[config.mk]
export PLATFORM = sky130hd
export DESIGN_NAME = banked_irq_ctrl
export DESIGN_NICKNAME = d
export VERILOG_FILES = /design/src/rtl/banked_irq_ctrl.sv
export SDC_FILE = /design/constraint.sdc
export NUM_CORES = 1
export LEC_CHECK = 0
export ABC_CLOCK_PERIOD_IN_PS = 2400
export CORE_ASPECT_RATIO = 0.6
export CORE_UTILIZATION = 45
export CTS_CLUSTER_SIZE = 14
export DETAILED_ROUTE_END_ITERATION = 10
export GPL_TIMING_DRIVEN = 0
export HOLD_SLACK_MARGIN = 0.12
export PLACE_DENSITY = 0.75
export SKIP_CTS_REPAIR_TIMING = 1
export SYNTH_ARGS = -nofsm -noshare
export SYNTH_HDL_FRONTEND = slang
export SYNTH_SLANG_ARGS = --single-unit
[constraint.sdc]
create_clock -name clk -period 2.4 [get_ports clk]
set_clock_uncertainty 0.05 [all_clocks]
set_input_delay 0.48 -clock clk [delete_from_list [all_inputs] [get_ports clk]]
set_output_delay 0.48 -clock clk [all_outputs]
set_load 0.02 [all_outputs]
[src/rtl/banked_irq_ctrl.sv]
module banked_irq_ctrl #(
  parameter int DATA_W = 32,
  parameter int ADDR_W = 6,
  parameter int SYNC_STAGES = 2,
  parameter logic [ADDR_W-1:0] LO_BASE = 'h20,
  parameter logic [ADDR_W-1:0] HI_BASE = 'h10,
  parameter logic [DATA_W-1:0] LVL_MASK_LO = 32'h1ff0_0000,
  parameter logic [DATA_W-1:0] LVL_MASK_HI = 32'h0000_0000,
  localparam int NSRC = 2 * DATA_W,
  localparam int VEC_W = $clog2(NSRC)
) (
  input  logic              clk,
  input  logic              rst_n,
  input  logic [NSRC-1:0]   src_i,
  input  logic [ADDR_W-1:0] bus_addr,
  input  logic              bus_we,
  input  logic [DATA_W-1:0] bus_wdata,
  output logic [DATA_W-1:0] bus_rdata,
  output logic              irq_o,
  output logic [VEC_W-1:0]  vec_o,
  output logic              vec_valid_o
);
  localparam int NBANK = 2;

  typedef enum logic [1:0] {W_EVENT, W_ENABLE, W_ACK, W_LEVEL} word_e;

  logic [NBANK-1:0][DATA_W-1:0] lvl_mask;
  assign lvl_mask = {LVL_MASK_HI, LVL_MASK_LO};

  logic [NSRC-1:0] sync_q [SYNC_STAGES];
  logic [NSRC-1:0] prev_q;

  always_ff @(posedge clk or negedge rst_n) begin
    if (!rst_n) begin
      for (int i = 0; i < SYNC_STAGES; i++) sync_q[i] <= '0;
      prev_q <= '0;
    end else begin
      sync_q[0] <= src_i;
      for (int i = 1; i < SYNC_STAGES; i++) sync_q[i] <= sync_q[i-1];
      prev_q <= sync_q[SYNC_STAGES-1];
    end
  end

  logic [NBANK-1:0][DATA_W-1:0] lvl, rise;
  assign lvl  = sync_q[SYNC_STAGES-1];
  assign rise = sync_q[SYNC_STAGES-1] & ~prev_q;

  word_e            sel;
  logic [NBANK-1:0] hit;
  logic             aligned;
  assign sel     = word_e'(bus_addr[3:2]);
  assign aligned = (bus_addr[1:0] == 2'b00);
  assign hit[0]  = aligned && (bus_addr[ADDR_W-1:4] == LO_BASE[ADDR_W-1:4]);
  assign hit[1]  = aligned && (bus_addr[ADDR_W-1:4] == HI_BASE[ADDR_W-1:4]);

  logic [NBANK-1:0][DATA_W-1:0] ev_q, en_q, ack_bits, new_ev, pend;
  logic [NBANK-1:0]             en_we;

  always_comb begin
    for (int b = 0; b < NBANK; b++) begin
      en_we[b]    = bus_we && hit[b] && (sel == W_ENABLE);
      ack_bits[b] = (bus_we && hit[b] && (sel == W_ACK)) ? bus_wdata : '0;
      new_ev[b]   = rise[b] & en_q[b] & ~lvl_mask[b];
      pend[b]     = (ev_q[b] | (lvl[b] & lvl_mask[b])) & en_q[b];
    end
  end

  always_ff @(posedge clk or negedge rst_n) begin
    if (!rst_n) begin
      ev_q <= '0;
      en_q <= '0;
    end else begin
      for (int b = 0; b < NBANK; b++) begin
        ev_q[b] <= (ev_q[b] & ~ack_bits[b]) | new_ev[b];
        if (en_we[b]) en_q[b] <= bus_wdata;
      end
    end
  end

  always_comb begin
    bus_rdata = '0;
    for (int b = 0; b < NBANK; b++) begin
      if (hit[b]) begin
        case (sel)
          W_EVENT:  bus_rdata = ev_q[b];
          W_ENABLE: bus_rdata = en_q[b];
          W_LEVEL:  bus_rdata = lvl[b];
          default:  bus_rdata = '0;
        endcase
      end
    end
  end

  logic [NSRC-1:0] pend_all;
  assign pend_all = pend;
  assign irq_o    = |pend_all;

  always_comb begin
    vec_o       = '0;
    vec_valid_o = 1'b0;
    for (int i = 0; i < NSRC; i++) begin
      if (pend_all[i]) begin
        vec_o       = VEC_W'(i);
        vec_valid_o = 1'b1;
      end
    end
  end

  p_reset_clear_r1: assert property (@(posedge clk) disable iff (!rst_n)
    $rose(rst_n) |-> (en_q == '0 && ev_q == '0));

  p_event_needs_edge_r4: assert property (@(posedge clk) disable iff (!rst_n)
    1'b1 |=> ((ev_q & ~$past(ev_q) & ~$past(rise & en_q)) == '0));

  p_ack_clears_r6: assert property (@(posedge clk) disable iff (!rst_n)
    (ack_bits != '0) |=> ((ev_q & $past(ack_bits) & ~$past(new_ev)) == '0));

  p_level_never_latches_r7: assert property (@(posedge clk) disable iff (!rst_n)
    (ev_q & lvl_mask) == '0);

  p_valid_matches_irq_r9: assert property (@(posedge clk) disable iff (!rst_n)
    vec_valid_o == irq_o);

  p_vector_is_top_r9: assert property (@(posedge clk) disable iff (!rst_n)
    vec_valid_o |-> ((pend_all >> vec_o) == NSRC'(1)));
endmodule

==> impl_metrics.sql <==
INSERT INTO impl_metrics (metric_group, metric, value, unit) VALUES
('outcome', 'status', 'finished with violations', ''),
('outcome', 'violations_in_the_final_reports', 'negative setup slack', ''),
('logic_synthesis', 'synth.top_cell.area_share', '63.8', '%'),
('setup_path', 'worst_ep_arrival_time', '2.68', 'ns'),
('timing', 'grt_setup_unrepaired', 'true', ''),
('placed_design', 'dpl.cell_count', '1471', ''),
('power', 'internal_power', '0.00947', 'W'),
('clock_tree', 'clk_latency', '0.56', 'ns'),
('floorplanning', 'floorplan.rows', '46', ''),
('timing', 'timing_hold_violations_final', '0', ''),
('power', 'gate_power_share', '20.1', '%'),
('timing', 'fmaxAchievable', '311', 'MHz'),
('setup_path', 'kind_of_capture_point_of_the_worst_setup_path', 'output port', ''),
('grt', 'first_global_vias', '8659', ''),
('drt', 'dr.first_iter.drc_count', '1099', ''),
('clock_tree', 'clock_sinks', '311', ''),
('placed_design', 'gp_congestion', '0.913', ''),
('cells_and_area', 'utilization', '59.5', '%'),
('floorplanning', 'io-pin-count', '145', ''),
('logic_synthesis', 'yosys_warnings', '0', ''),
('logic_synthesis', 'synth_edf_count', '0', ''),
('drt', 'detail_route.drc_violations', '0', ''),
('clock_tree', 'cts_clk_pin_slew_worst_paths', '0.07', 'ns'),
('drt', 'antenna_violating_nets_post_route', '0', ''),
('floorplanning', 'core_area', '0.0265', 'mm²'),
('power', 'share_of_total_power_consumed_by_net_switching', '29.1', '%'),
('power', 'clock_power_share', '32.1', '%'),
('setup_path', 'critical_path_buf_inv_count', '1', ''),
('grt', 'track_usage', '23.9', '%'),
('logic_synthesis', 'top_post_synthesis_cells_by_area', 'sky130_fd_sc_hd__dfrtp_1, sky130_fd_sc_hd__mux2_2, sky130_fd_sc_hd__nand2_1', ''),
('grt', 'grt_max_degree', '123', ''),
('timing', 'hold_ws', '0.292', 'ns'),
('timing', 'final_period_minus_worst_setup_slack', '3.21', 'ns'),
('worst_hold_path', 'worst_hold_class', 'flop to flop', ''),
('timing', 'period_share', '134', '%'),
('placed_design', 'post-dp-hpwl', '23.0', 'mm'),
('logic_synthesis', 'synthCells', '965', ''),
('placed_design', 'io_buffer_count', '144', ''),
('cells_and_area', 'most-common-layout-cells', 'sky130_fd_sc_hd__dfrtp_1, sky130_fd_sc_hd__nand2_1, sky130_fd_sc_hd__mux2_2', ''),
('setup_path', 'critical_path.max_stage_delay', '0.43', 'ns'),
('flow_run', 'maxCapViolCount', '0', ''),
('placed_design', 'dpl-instance-area', '0.0141', 'mm²'),
('setup_path', 'cp_top_family', 'compound AO/OA/AOI/OAI gates', ''),
('setup_path', 'timing.critical_path.slowest_stage_cell', 'sky130_fd_sc_hd__dfrtp_1', ''),
('power', 'pwr-share-seq', '47.8', '%'),
('drt', 'first_pass_iters', '5', ''),
('logic_synthesis', 'synth-seq-area-share', '63.8', '%'),
('logic_synthesis', 'yosysUniqueCellTypes', '53', ''),
('setup_path', 'worstPathCellList', 'a22o_4 -> or3_4 -> a222oi_1 -> o211ai_1 -> a41oi_2 -> buf_4', ''),
('timing', 'setup_violations', '10', ''),
('cells_and_area', 'multiInputGateArea', '0.00461', 'mm²'),
('drt', 'routedWlPerCell', '22.0', 'µm'),
('power', 'peak_vdd_ir', '0.000494', 'V'),
('placed_design', 'pre_cts_worst_setup_slack', '-1.50', 'ns'),
('logic_synthesis', 'postSynthAreaPerCell', '12.6', 'µm²'),
('setup_path', 'worstPathRequired', '1.87', 'ns'),
('power', 'powerDensity', '844', 'mW/mm²'),
('cells_and_area', 'area_taken_by_flip_flops_and_latches', '0.00780', 'mm²'),
('cells_and_area', 'final_cell_count_no_fill', '1556', ''),
('floorplanning', 'height_of_the_chip', '130', 'µm'),
('cells_and_area', 'syn_to_final_growth', '29.6', '%'),
('setup_path', 'startpoint_type', 'flop', ''),
('floorplanning', 'fp.dieW', '215', 'µm'),
('drt', 'route.vias.total', '9116', ''),
('clock_tree', 'cts-root-to-sink-buffers', '3', ''),
('cells_and_area', 'layout.cells.most_common', 'sky130_fd_sc_hd__dfrtp_1', ''),
('timing', 'tightest_slew', '0.893', 'ns'),
('power', 'switching_power', '0.00388', 'W'),
('clock_tree', 'tritoncts.num_buffers', '29', ''),
('power', 'static_leakage', '6.89', 'nW'),
('timing', 'setup_slack', '-0.814', 'ns');
## final cells by class
| cell class | instances | share of cell area, % |
|---|---|---|
| buffer | 38 | 1.96 |
| inverter | 28 | 0.665 |
| timing repair buffer | 178 | 10.5 |
| tap | 360 | 2.85 |
| clock buffer | 45 | 5.23 |
| sequential | 311 | 49.3 |
| antenna | 1 | 0.0158 |
| clock inverter | 6 | 0.245 |
| multi-input combinational | 589 | 29.2 |
## path summary, 6_finish.rpt
kind,from,to,slack (ns),depth (start not counted)
max,ev_q[13]$_DFF_PN0_,vec_o[1],-0.81,6
min,sync_q[111]$_DFF_PN0_,lvl[47]$_DFF_PN0_,0.29,0
max reg2reg,en_q[49]$_DFFE_PN0P_,en_q[49]$_DFFE_PN0P_,1.36,2
min reg2reg,sync_q[111]$_DFF_PN0_,lvl[47]$_DFF_PN0_,0.29,0
max in group asynchronous,rst_n,en_q[12]$_DFFE_PN0P_,0.37,4
min in group asynchronous,rst_n,en_q[3]$_DFFE_PN0P_,0.51,2
## power by group through the flow
stage / logic, W / registers [W] / clock network (W)
floorplan: 0.00135 / 0.00623 / 0
global placement: 0.00210 / 0.00639 / 0
detailed placement: 0.00216 / 0.00641 / 0
CTS: 0.00218 / 0.00632 / 0.00436
global route: 0.00284 / 0.00645 / 0.00459
finish: 0.00268 / 0.00638 / 0.00428
## logic make-up after synthesis
group | after synthesis | synth area share, %
DFF | 311 | 63.8
AOI/OAI and AO/OA | 243 | 14.7
and+or+nand+nor | 217 | 7.51
muxes | 128 | 11.8
buffers and inverters | 66 | 2.15
## through the flow
stage | setup TNS [ns] | power (W)
after global placement | -3876.43 | 0.00849
after floorplan | 0 | 0.00758
after global routing | -5.36 | 0.0139
final | -4.74 | 0.0133
after detailed placement | -73.84 | 0.00857
after CTS | -54.27 | 0.0129
## Yosys cell counts, types with 4 or more instances
library cell	n
sky130_fd_sc_hd__buf_2	12
sky130_fd_sc_hd__o211ai_1	5
sky130_fd_sc_hd__a22o_1	6
sky130_fd_sc_hd__clkbuf_1	22
sky130_fd_sc_hd__inv_1	28
sky130_fd_sc_hd__mux2_2	119
sky130_fd_sc_hd__nand2_1	165
sky130_fd_sc_hd__a21boi_0	9
sky130_fd_sc_hd__a21oi_1	10
sky130_fd_sc_hd__a32o_1	33
sky130_fd_sc_hd__dfrtp_1	311
sky130_fd_sc_hd__mux2_1	9
sky130_fd_sc_hd__nand3_1	11
sky130_fd_sc_hd__a22oi_1	73
sky130_fd_sc_hd__nand3b_1	4
sky130_fd_sc_hd__nor3_1	4
sky130_fd_sc_hd__o21ai_1	40
sky130_fd_sc_hd__nand4_1	8
sky130_fd_sc_hd__buf_1	4
sky130_fd_sc_hd__o22ai_1	32
sky130_fd_sc_hd__o21ai_0	7
sky130_fd_sc_hd__nor2_1	10
## flip-flops by register name, indices dropped and copies added, names as in the netlist
register,count
ev_q,64
lvl,64
prev_q,55
sync_q,64
en_q,64
## layer usage
layer / GRT usage, % / part of all wire (%) / vias to the layer above
met2: 33.3 / 42 / 508
met5: 0 / 0 / -
li1: - / - / 3959
met1: 37.2 / 45 / 4593
met4: 5.92 / 2.0 / 0
met3: 5.77 / 10 / 56
Power figures use the tool's default switching activity.
